==> src/rtl/rtc_irq_pkg.sv <==
// Shared definitions for the RTC interrupt unit.
// Assumes three event sources, numbered so that index i lands at bit EVT_LSB+i.
package rtc_irq_pkg;
    localparam int NUM_EVT = 3;
    localparam int EV_UPD  = 0;
    localparam int EV_ALM  = 1;
    localparam int EV_PER  = 2;

    // Decoded register access for one cycle
    typedef struct packed {
        logic ctrl_wr;
        logic ctrl_rd;
        logic stat_rd;
    } rtc_acc_t;
endpackage

==> src/rtl/rtc_irq_decode.sv <==
// Address decoder: turns strobes and address into per-register access bits.
// Assumes the control and status addresses differ.
module rtc_irq_decode
    import rtc_irq_pkg::*;
#(
    parameter int ADDR_W    = 4,
    parameter int CTRL_ADDR = 11,
    parameter int STAT_ADDR = 12
) (
    input  logic [ADDR_W-1:0] addr,
    input  logic              wr_en,
    input  logic              rd_en,
    output rtc_acc_t          acc
);
    localparam logic [ADDR_W-1:0] CTRL_A = ADDR_W'(CTRL_ADDR);
    localparam logic [ADDR_W-1:0] STAT_A = ADDR_W'(STAT_ADDR);

    // Match the address against both registers
    always_comb begin
        acc.ctrl_wr = wr_en && (addr == CTRL_A);
        acc.ctrl_rd = rd_en && (addr == CTRL_A);
        acc.stat_rd = rd_en && (addr == STAT_A);
    end
endmodule

==> src/rtl/rtc_irq_enables.sv <==
// Enable register: holds one interrupt enable per event.
// Assumes the load strobe is already decoded.
module rtc_irq_enables #(
    parameter int N = 3
) (
    input  logic         clk,
    input  logic         rst_n,
    input  logic         ld,
    input  logic [N-1:0] din,
    output logic [N-1:0] en_q
);
    // Load the enables on a control write, and clear them on reset
    always_ff @(posedge clk) begin
        if (!rst_n)  en_q <= '0;
        else if (ld) en_q <= din;
    end

    p_enable_hold_r2: assert property (@(posedge clk) disable iff (!rst_n)
        !ld |=> $stable(en_q));
    p_enable_load_r2: assert property (@(posedge clk) disable iff (!rst_n)
        ld |=> (en_q == $past(din)));
endmodule

==> src/rtl/rtc_irq_flag_cell.sv <==
// Sticky event flag: an event sets it, a status read clears it.
// Assumes evt is a one-cycle pulse. A set on the same edge as a clear wins.
module rtc_irq_flag_cell (
    input  logic clk,
    input  logic rst_n,
    input  logic evt,
    input  logic clr,
    output logic flag_q
);
    // Set has priority over clear, so no event is lost on a read cycle
    always_ff @(posedge clk) begin
        if (!rst_n)   flag_q <= 1'b0;
        else if (evt) flag_q <= 1'b1;
        else if (clr) flag_q <= 1'b0;
    end

    // an event always leaves the flag set, read or not
    p_event_sets_r3: assert property (@(posedge clk) disable iff (!rst_n)
        evt |=> flag_q);
    p_flag_sticky_r3: assert property (@(posedge clk) disable iff (!rst_n)
        (flag_q && !clr) |=> flag_q);
    p_read_clears_r6: assert property (@(posedge clk) disable iff (!rst_n)
        (clr && !evt) |=> !flag_q);
endmodule

==> src/rtl/rtc_irq_unit.sv <==
// RTC interrupt flag and enable unit (top).
// Latches three event pulses into flags and masks them with the enables.
// Drives a summary bit and a level interrupt. A status read clears the flags.
// Assumes EVT_LSB + NUM_EVT <= IRQF_BIT < DATA_W.
module rtc_irq_unit
    import rtc_irq_pkg::*;
#(
    parameter int ADDR_W    = 4,
    parameter int DATA_W    = 8,
    parameter int CTRL_ADDR = 11,
    parameter int STAT_ADDR = 12,
    parameter int EVT_LSB   = 4,
    parameter int IRQF_BIT  = 7
) (
    input  logic              clk,
    input  logic              rst_n,
    input  logic [ADDR_W-1:0] addr,
    input  logic              wr_en,
    input  logic              rd_en,
    input  logic [DATA_W-1:0] wdata,
    output logic [DATA_W-1:0] rdata,
    input  logic              ev_periodic,
    input  logic              ev_alarm,
    input  logic              ev_update,
    output logic              irq
);
    localparam int EVT_HI = EVT_LSB + NUM_EVT - 1;

    rtc_acc_t           acc;
    logic [NUM_EVT-1:0] ev_vec;
    logic [NUM_EVT-1:0] en_q;
    logic [NUM_EVT-1:0] flag_q;
    logic               irqf;
    logic               wdata_unused;

    // Gather the event pulses in bit order
    always_comb begin
        ev_vec         = '0;
        ev_vec[EV_UPD] = ev_update;
        ev_vec[EV_ALM] = ev_alarm;
        ev_vec[EV_PER] = ev_periodic;
    end

    // Only the event field of the write data is stored
    assign wdata_unused = ^{wdata[DATA_W-1:EVT_HI+1], wdata[EVT_LSB-1:0]};

    rtc_irq_decode #(
        .ADDR_W   (ADDR_W),
        .CTRL_ADDR(CTRL_ADDR),
        .STAT_ADDR(STAT_ADDR)
    ) u_decode (
        .addr (addr),
        .wr_en(wr_en),
        .rd_en(rd_en),
        .acc  (acc)
    );

    rtc_irq_enables #(.N(NUM_EVT)) u_enables (
        .clk  (clk),
        .rst_n(rst_n),
        .ld   (acc.ctrl_wr),
        .din  (wdata[EVT_HI:EVT_LSB]),
        .en_q (en_q)
    );

    for (genvar i = 0; i < NUM_EVT; i++) begin : g_flag
        rtc_irq_flag_cell u_cell (
            .clk   (clk),
            .rst_n (rst_n),
            .evt   (ev_vec[i]),
            .clr   (acc.stat_rd),
            .flag_q(flag_q[i])
        );
    end

    // Summary: any flag whose enable shares its bit position
    assign irqf = |(flag_q & en_q);
    assign irq  = irqf;

    // Read mux: control shows the enables, status shows the flags plus the summary
    always_comb begin
        rdata = '0;
        if (acc.ctrl_rd) begin
            rdata[EVT_HI:EVT_LSB] = en_q;
        end else if (acc.stat_rd) begin
            rdata[EVT_HI:EVT_LSB] = flag_q;
            rdata[IRQF_BIT]       = irqf;
        end
    end

    p_reset_clears_r1: assert property (@(posedge clk)
        !rst_n |=> (en_q == '0 && flag_q == '0 && !irq));
    p_no_enable_no_irq_r8: assert property (@(posedge clk) disable iff (!rst_n)
        (en_q == '0) |-> !irq);
    p_irq_held_r5: assert property (@(posedge clk) disable iff (!rst_n)
        (irq && !acc.stat_rd && !acc.ctrl_wr) |=> irq);
    p_read_drops_irq_r6: assert property (@(posedge clk) disable iff (!rst_n)
        (acc.stat_rd && ev_vec == '0) |=> !irq);
    p_other_write_ignored_r10: assert property (@(posedge clk) disable iff (!rst_n)
        (wr_en && !acc.ctrl_wr) |=> $stable(en_q));
endmodule

==> config.mk <==
export PLATFORM = sky130hd
export DESIGN_NAME = rtc_irq_unit
export DESIGN_NICKNAME = d
export VERILOG_FILES = /design/src/rtl/rtc_irq_pkg.sv /design/src/rtl/rtc_irq_decode.sv /design/src/rtl/rtc_irq_enables.sv /design/src/rtl/rtc_irq_flag_cell.sv /design/src/rtl/rtc_irq_unit.sv
export SDC_FILE = /design/constraint.sdc
export NUM_CORES = 1
export LEC_CHECK = 0
export ABC_CLOCK_PERIOD_IN_PS = 1890
export BUFFER_PORTS_ARGS = -buffer_cell sky130_fd_sc_hd__buf_2
export CAP_MARGIN = 25
export CELL_PAD_IN_SITES_DETAIL_PLACEMENT = 0
export CELL_PAD_IN_SITES_GLOBAL_PLACEMENT = 1
export CORE_MARGIN = 2
export CORE_UTILIZATION = 22
export CTS_CLUSTER_DIAMETER = 120
export DETAILED_ROUTE_END_ITERATION = 8
export GPL_ROUTABILITY_DRIVEN = 0
export PLACE_DENSITY_LB_ADDON = 0.2
export SLEW_MARGIN = 25
export SYNTH_ARGS = -nofsm -noshare
export SYNTH_HDL_FRONTEND = slang
export SYNTH_HIERARCHICAL = 1
export SYNTH_SLANG_ARGS = --single-unit
==> constraint.sdc <==
create_clock -name clk -period 1.89 [get_ports clk]
set_clock_uncertainty 0.15 [all_clocks]
set_input_delay 0.378 -clock clk [delete_from_list [all_inputs] [get_ports clk]]
set_output_delay 0.378 -clock clk [all_outputs]
set_load 0.1 [all_outputs]
==> impl_metrics.env <==
export IMPL_status="finished clean"
export IMPL_hold_buffers=0
export IMPL_drtIter0Drc=4
export IMPL_dieWidth_um=44.5
export IMPL_worst_endpoint_arrival_ps=1360
export IMPL_ys_types=14
export IMPL_ff_latch_area_um2=121
export IMPL_htreeDepth=1
export IMPL_cts_sinks=6
export IMPL_hold_violations=0
export IMPL_remaining_drc_errors=0
export IMPL_synthesis_area_um2=362
export IMPL_hp_class="in -> reg"
export IMPL_ys_seq_elements=6
export IMPL_stdcell_area_um2=696
export IMPL_yosys_top_cells_area="dfxtp_1 33%, nor2b_4 11%, nand2_1 9.3%"
export IMPL_start_kind="input port"
export IMPL_critPathCaptureType="output port"
export IMPL_dr_pass1_iters=4
export IMPL_final_core_util=0.456
export IMPL_grt_pass1_wl_um=1270
export IMPL_antenna_cells=0
export IMPL_cts_buffers_inserted=3
export IMPL_ir_worst_vdd_mv=0.325
export IMPL_wl_per_cell_um=9.21
export IMPL_grt_usage=0.0919
export IMPL_overflow=0
export IMPL_p_per_area_mw_per_mm2=499
export IMPL_gr_usage_met3=0.0245
export IMPL_avgSynthCellArea_um2=8.82
export IMPL_cts_clk_slew_worst_paths_ps=40
export IMPL_dpl_hpwl_um=650
export IMPL_grt_pass1_vias=334
export IMPL_p_leak_nw=0.286
export IMPL_synth_top_cell_by_area="dfxtp_1"
export IMPL_antenna_found_initial=0
export IMPL_timing_final_max_slew_violations=0
export IMPL_cts_buffer_depth=2
export IMPL_clock_latency_ps=240
export IMPL_multi_input_area_um2=297
export IMPL_post_drt_via_cell_ratio=4.43
export IMPL_initial_core_util=0.237
export IMPL_die_h_um=44.5
export IMPL_finalSetupTns_ps=0
export IMPL_cts_root_buf="clkbuf_4"
export IMPL_stdcell_count=82
export IMPL_synth_cells=41
export IMPL_required_ps=1360
export IMPL_vias=363
export IMPL_ys_warn_count=6
export IMPL_rsz0062_at_grt="true"
export IMPL_cts_tree="yes"
export IMPL_use_met1=0.103
export IMPL_syn2layout_area_growth_pct=92.4
export IMPL_fin_crit_ps=1890
export IMPL_ant_nets=0
export IMPL_io_pins=28
export IMPL_worstPathMaxFanout=5
export IMPL_setup_viol=0
export IMPL_grt_max_degree=7
export IMPL_dp_cells=78
export IMPL_core_area_mm2=0.00152
export IMPL_max_cap_violations=0
export IMPL_rows=14
export IMPL_whs_ps=201
export IMPL_fill_cells=152
export IMPL_use_met2=0.145
export IMPL_clock_fmax_mhz=529
export IMPL_seq_area_frac_synth=0.332
export IMPL_critical_path_class="in -> out"
export IMPL_grt_busiest_layer="met2"
export IMPL_drive_gt1_frac=0.591
export IMPL_nets=87
export IMPL_io_buffers=18
export IMPL_postPlaceCellArea_um2=618
export IMPL_fin_crit_sh=1.00
export IMPL_dieArea_mm2=0.00198
export IMPL_wirelength_um=755
export IMPL_synth_top_area_share=0.332
[sequential cells by signal, indices dropped and copies added (netlist names)]
| name | cells |
|---|---|
| u_enables/en_q | 3 |
| g_flag.u_cell/flag_q | 3 |
[where the power goes]
part | internal, W | leakage, nW | total (W) | switching [W]
clock network | 0.0000715 | 0.0138 | 0.000112 | 0.0000406
registers | 0.000133 | 0.0496 | 0.000137 | 0.00000429
logic | 0.0000371 | 0.223 | 0.0000979 | 0.0000609
total | 0.000241 | 0.286 | 0.000347 | 0.000106
[worst paths after layout]
kind	slack (ps)	start	cells after the start	endpoint
worst min-delay path	200	ev_periodic	2	g_flag[2].u_cell/flag_q
worst max register to register	1040	g_flag[0].u_cell/flag_q	2	g_flag[0].u_cell/flag_q
worst max-delay path	0.5	addr[1]	5	rdata[6]
worst min register to register	390	u_enables/en_q[0]	2	u_enables/en_q[0]
[metrics by stage]
stage               power, W  worst slack (ps)
floorplan           0.000209              -552
global placement    0.000229              -163
detailed placement  0.000229              -132
CTS                 0.000353             -22.6
global route        0.000379             -80.2
finish              0.000347             0.510
[Yosys cell counts, drive strengths merged]
cell and number:
nand2 9, inv 1, a222oi 1, o21a 3, mux2i 3, buf 4, dfxtp 6, nor2b 6
nor3 2, o21ai 3, nor3b 1, conb 1, nor4b 1
[final cells by class]
class	instances	area share
sequential	6	0.174
clock buffer	3	0.0324
timing repair buffer	23	0.333
tap	16	0.0288
multi-input combinational	33	0.426
inverter	1	0.00540
[metal layers]
metal / routed length (µm) / up-vias
met5: 0 / -
met4: 0 / 0
met3: 92 / 0
met2: 362 / 19
met1: 299 / 160
li1: - / 184
[what timing repair did]
item	CTS	global route
endpoints found under the hold margin	0	0
endpoints found under the setup margin	5	5
resized for setup	7	7
buffers inserted	1	0
pin swaps	5	2
[cells by family (layout without fill, tap and decap cells)]
family,Yosys count,in the layout,share of synthesized area
AOI/OAI and AO/OA,7,7,0.131
buffers and inverters,5,27,0.0934
DFF,6,6,0.332
muxes,3,3,0.0830
other,1,4,0.0104
and+or+nand+nor,19,19,0.349
[worst max-delay path, cell delays in order]
cell and delay (ps):
buf_8 100, nor4b_4 380, nand2_1 150, o21ai_4 170
buf_12 190
[layout by cell type (no fill, tap or decap)]
master,n
buf_2,9
nand2_1,7
dfxtp_1,5
buf_12,5
buf_4,5
conb_1,4
o21ai_4,3
clkbuf_4,3
nor2b_4,3
o21a_1,3
buf_6,3
mux2i_1,3
nor2b_1,3
nand2_2,1
a222oi_1,1
inv_2,1
nor3b_4,1
dfxtp_2,1
buf_8,1
nor3_1,1
nand2_8,1
nor3_2,1
nor4b_4,1
(Power assumes the default switching activity.)
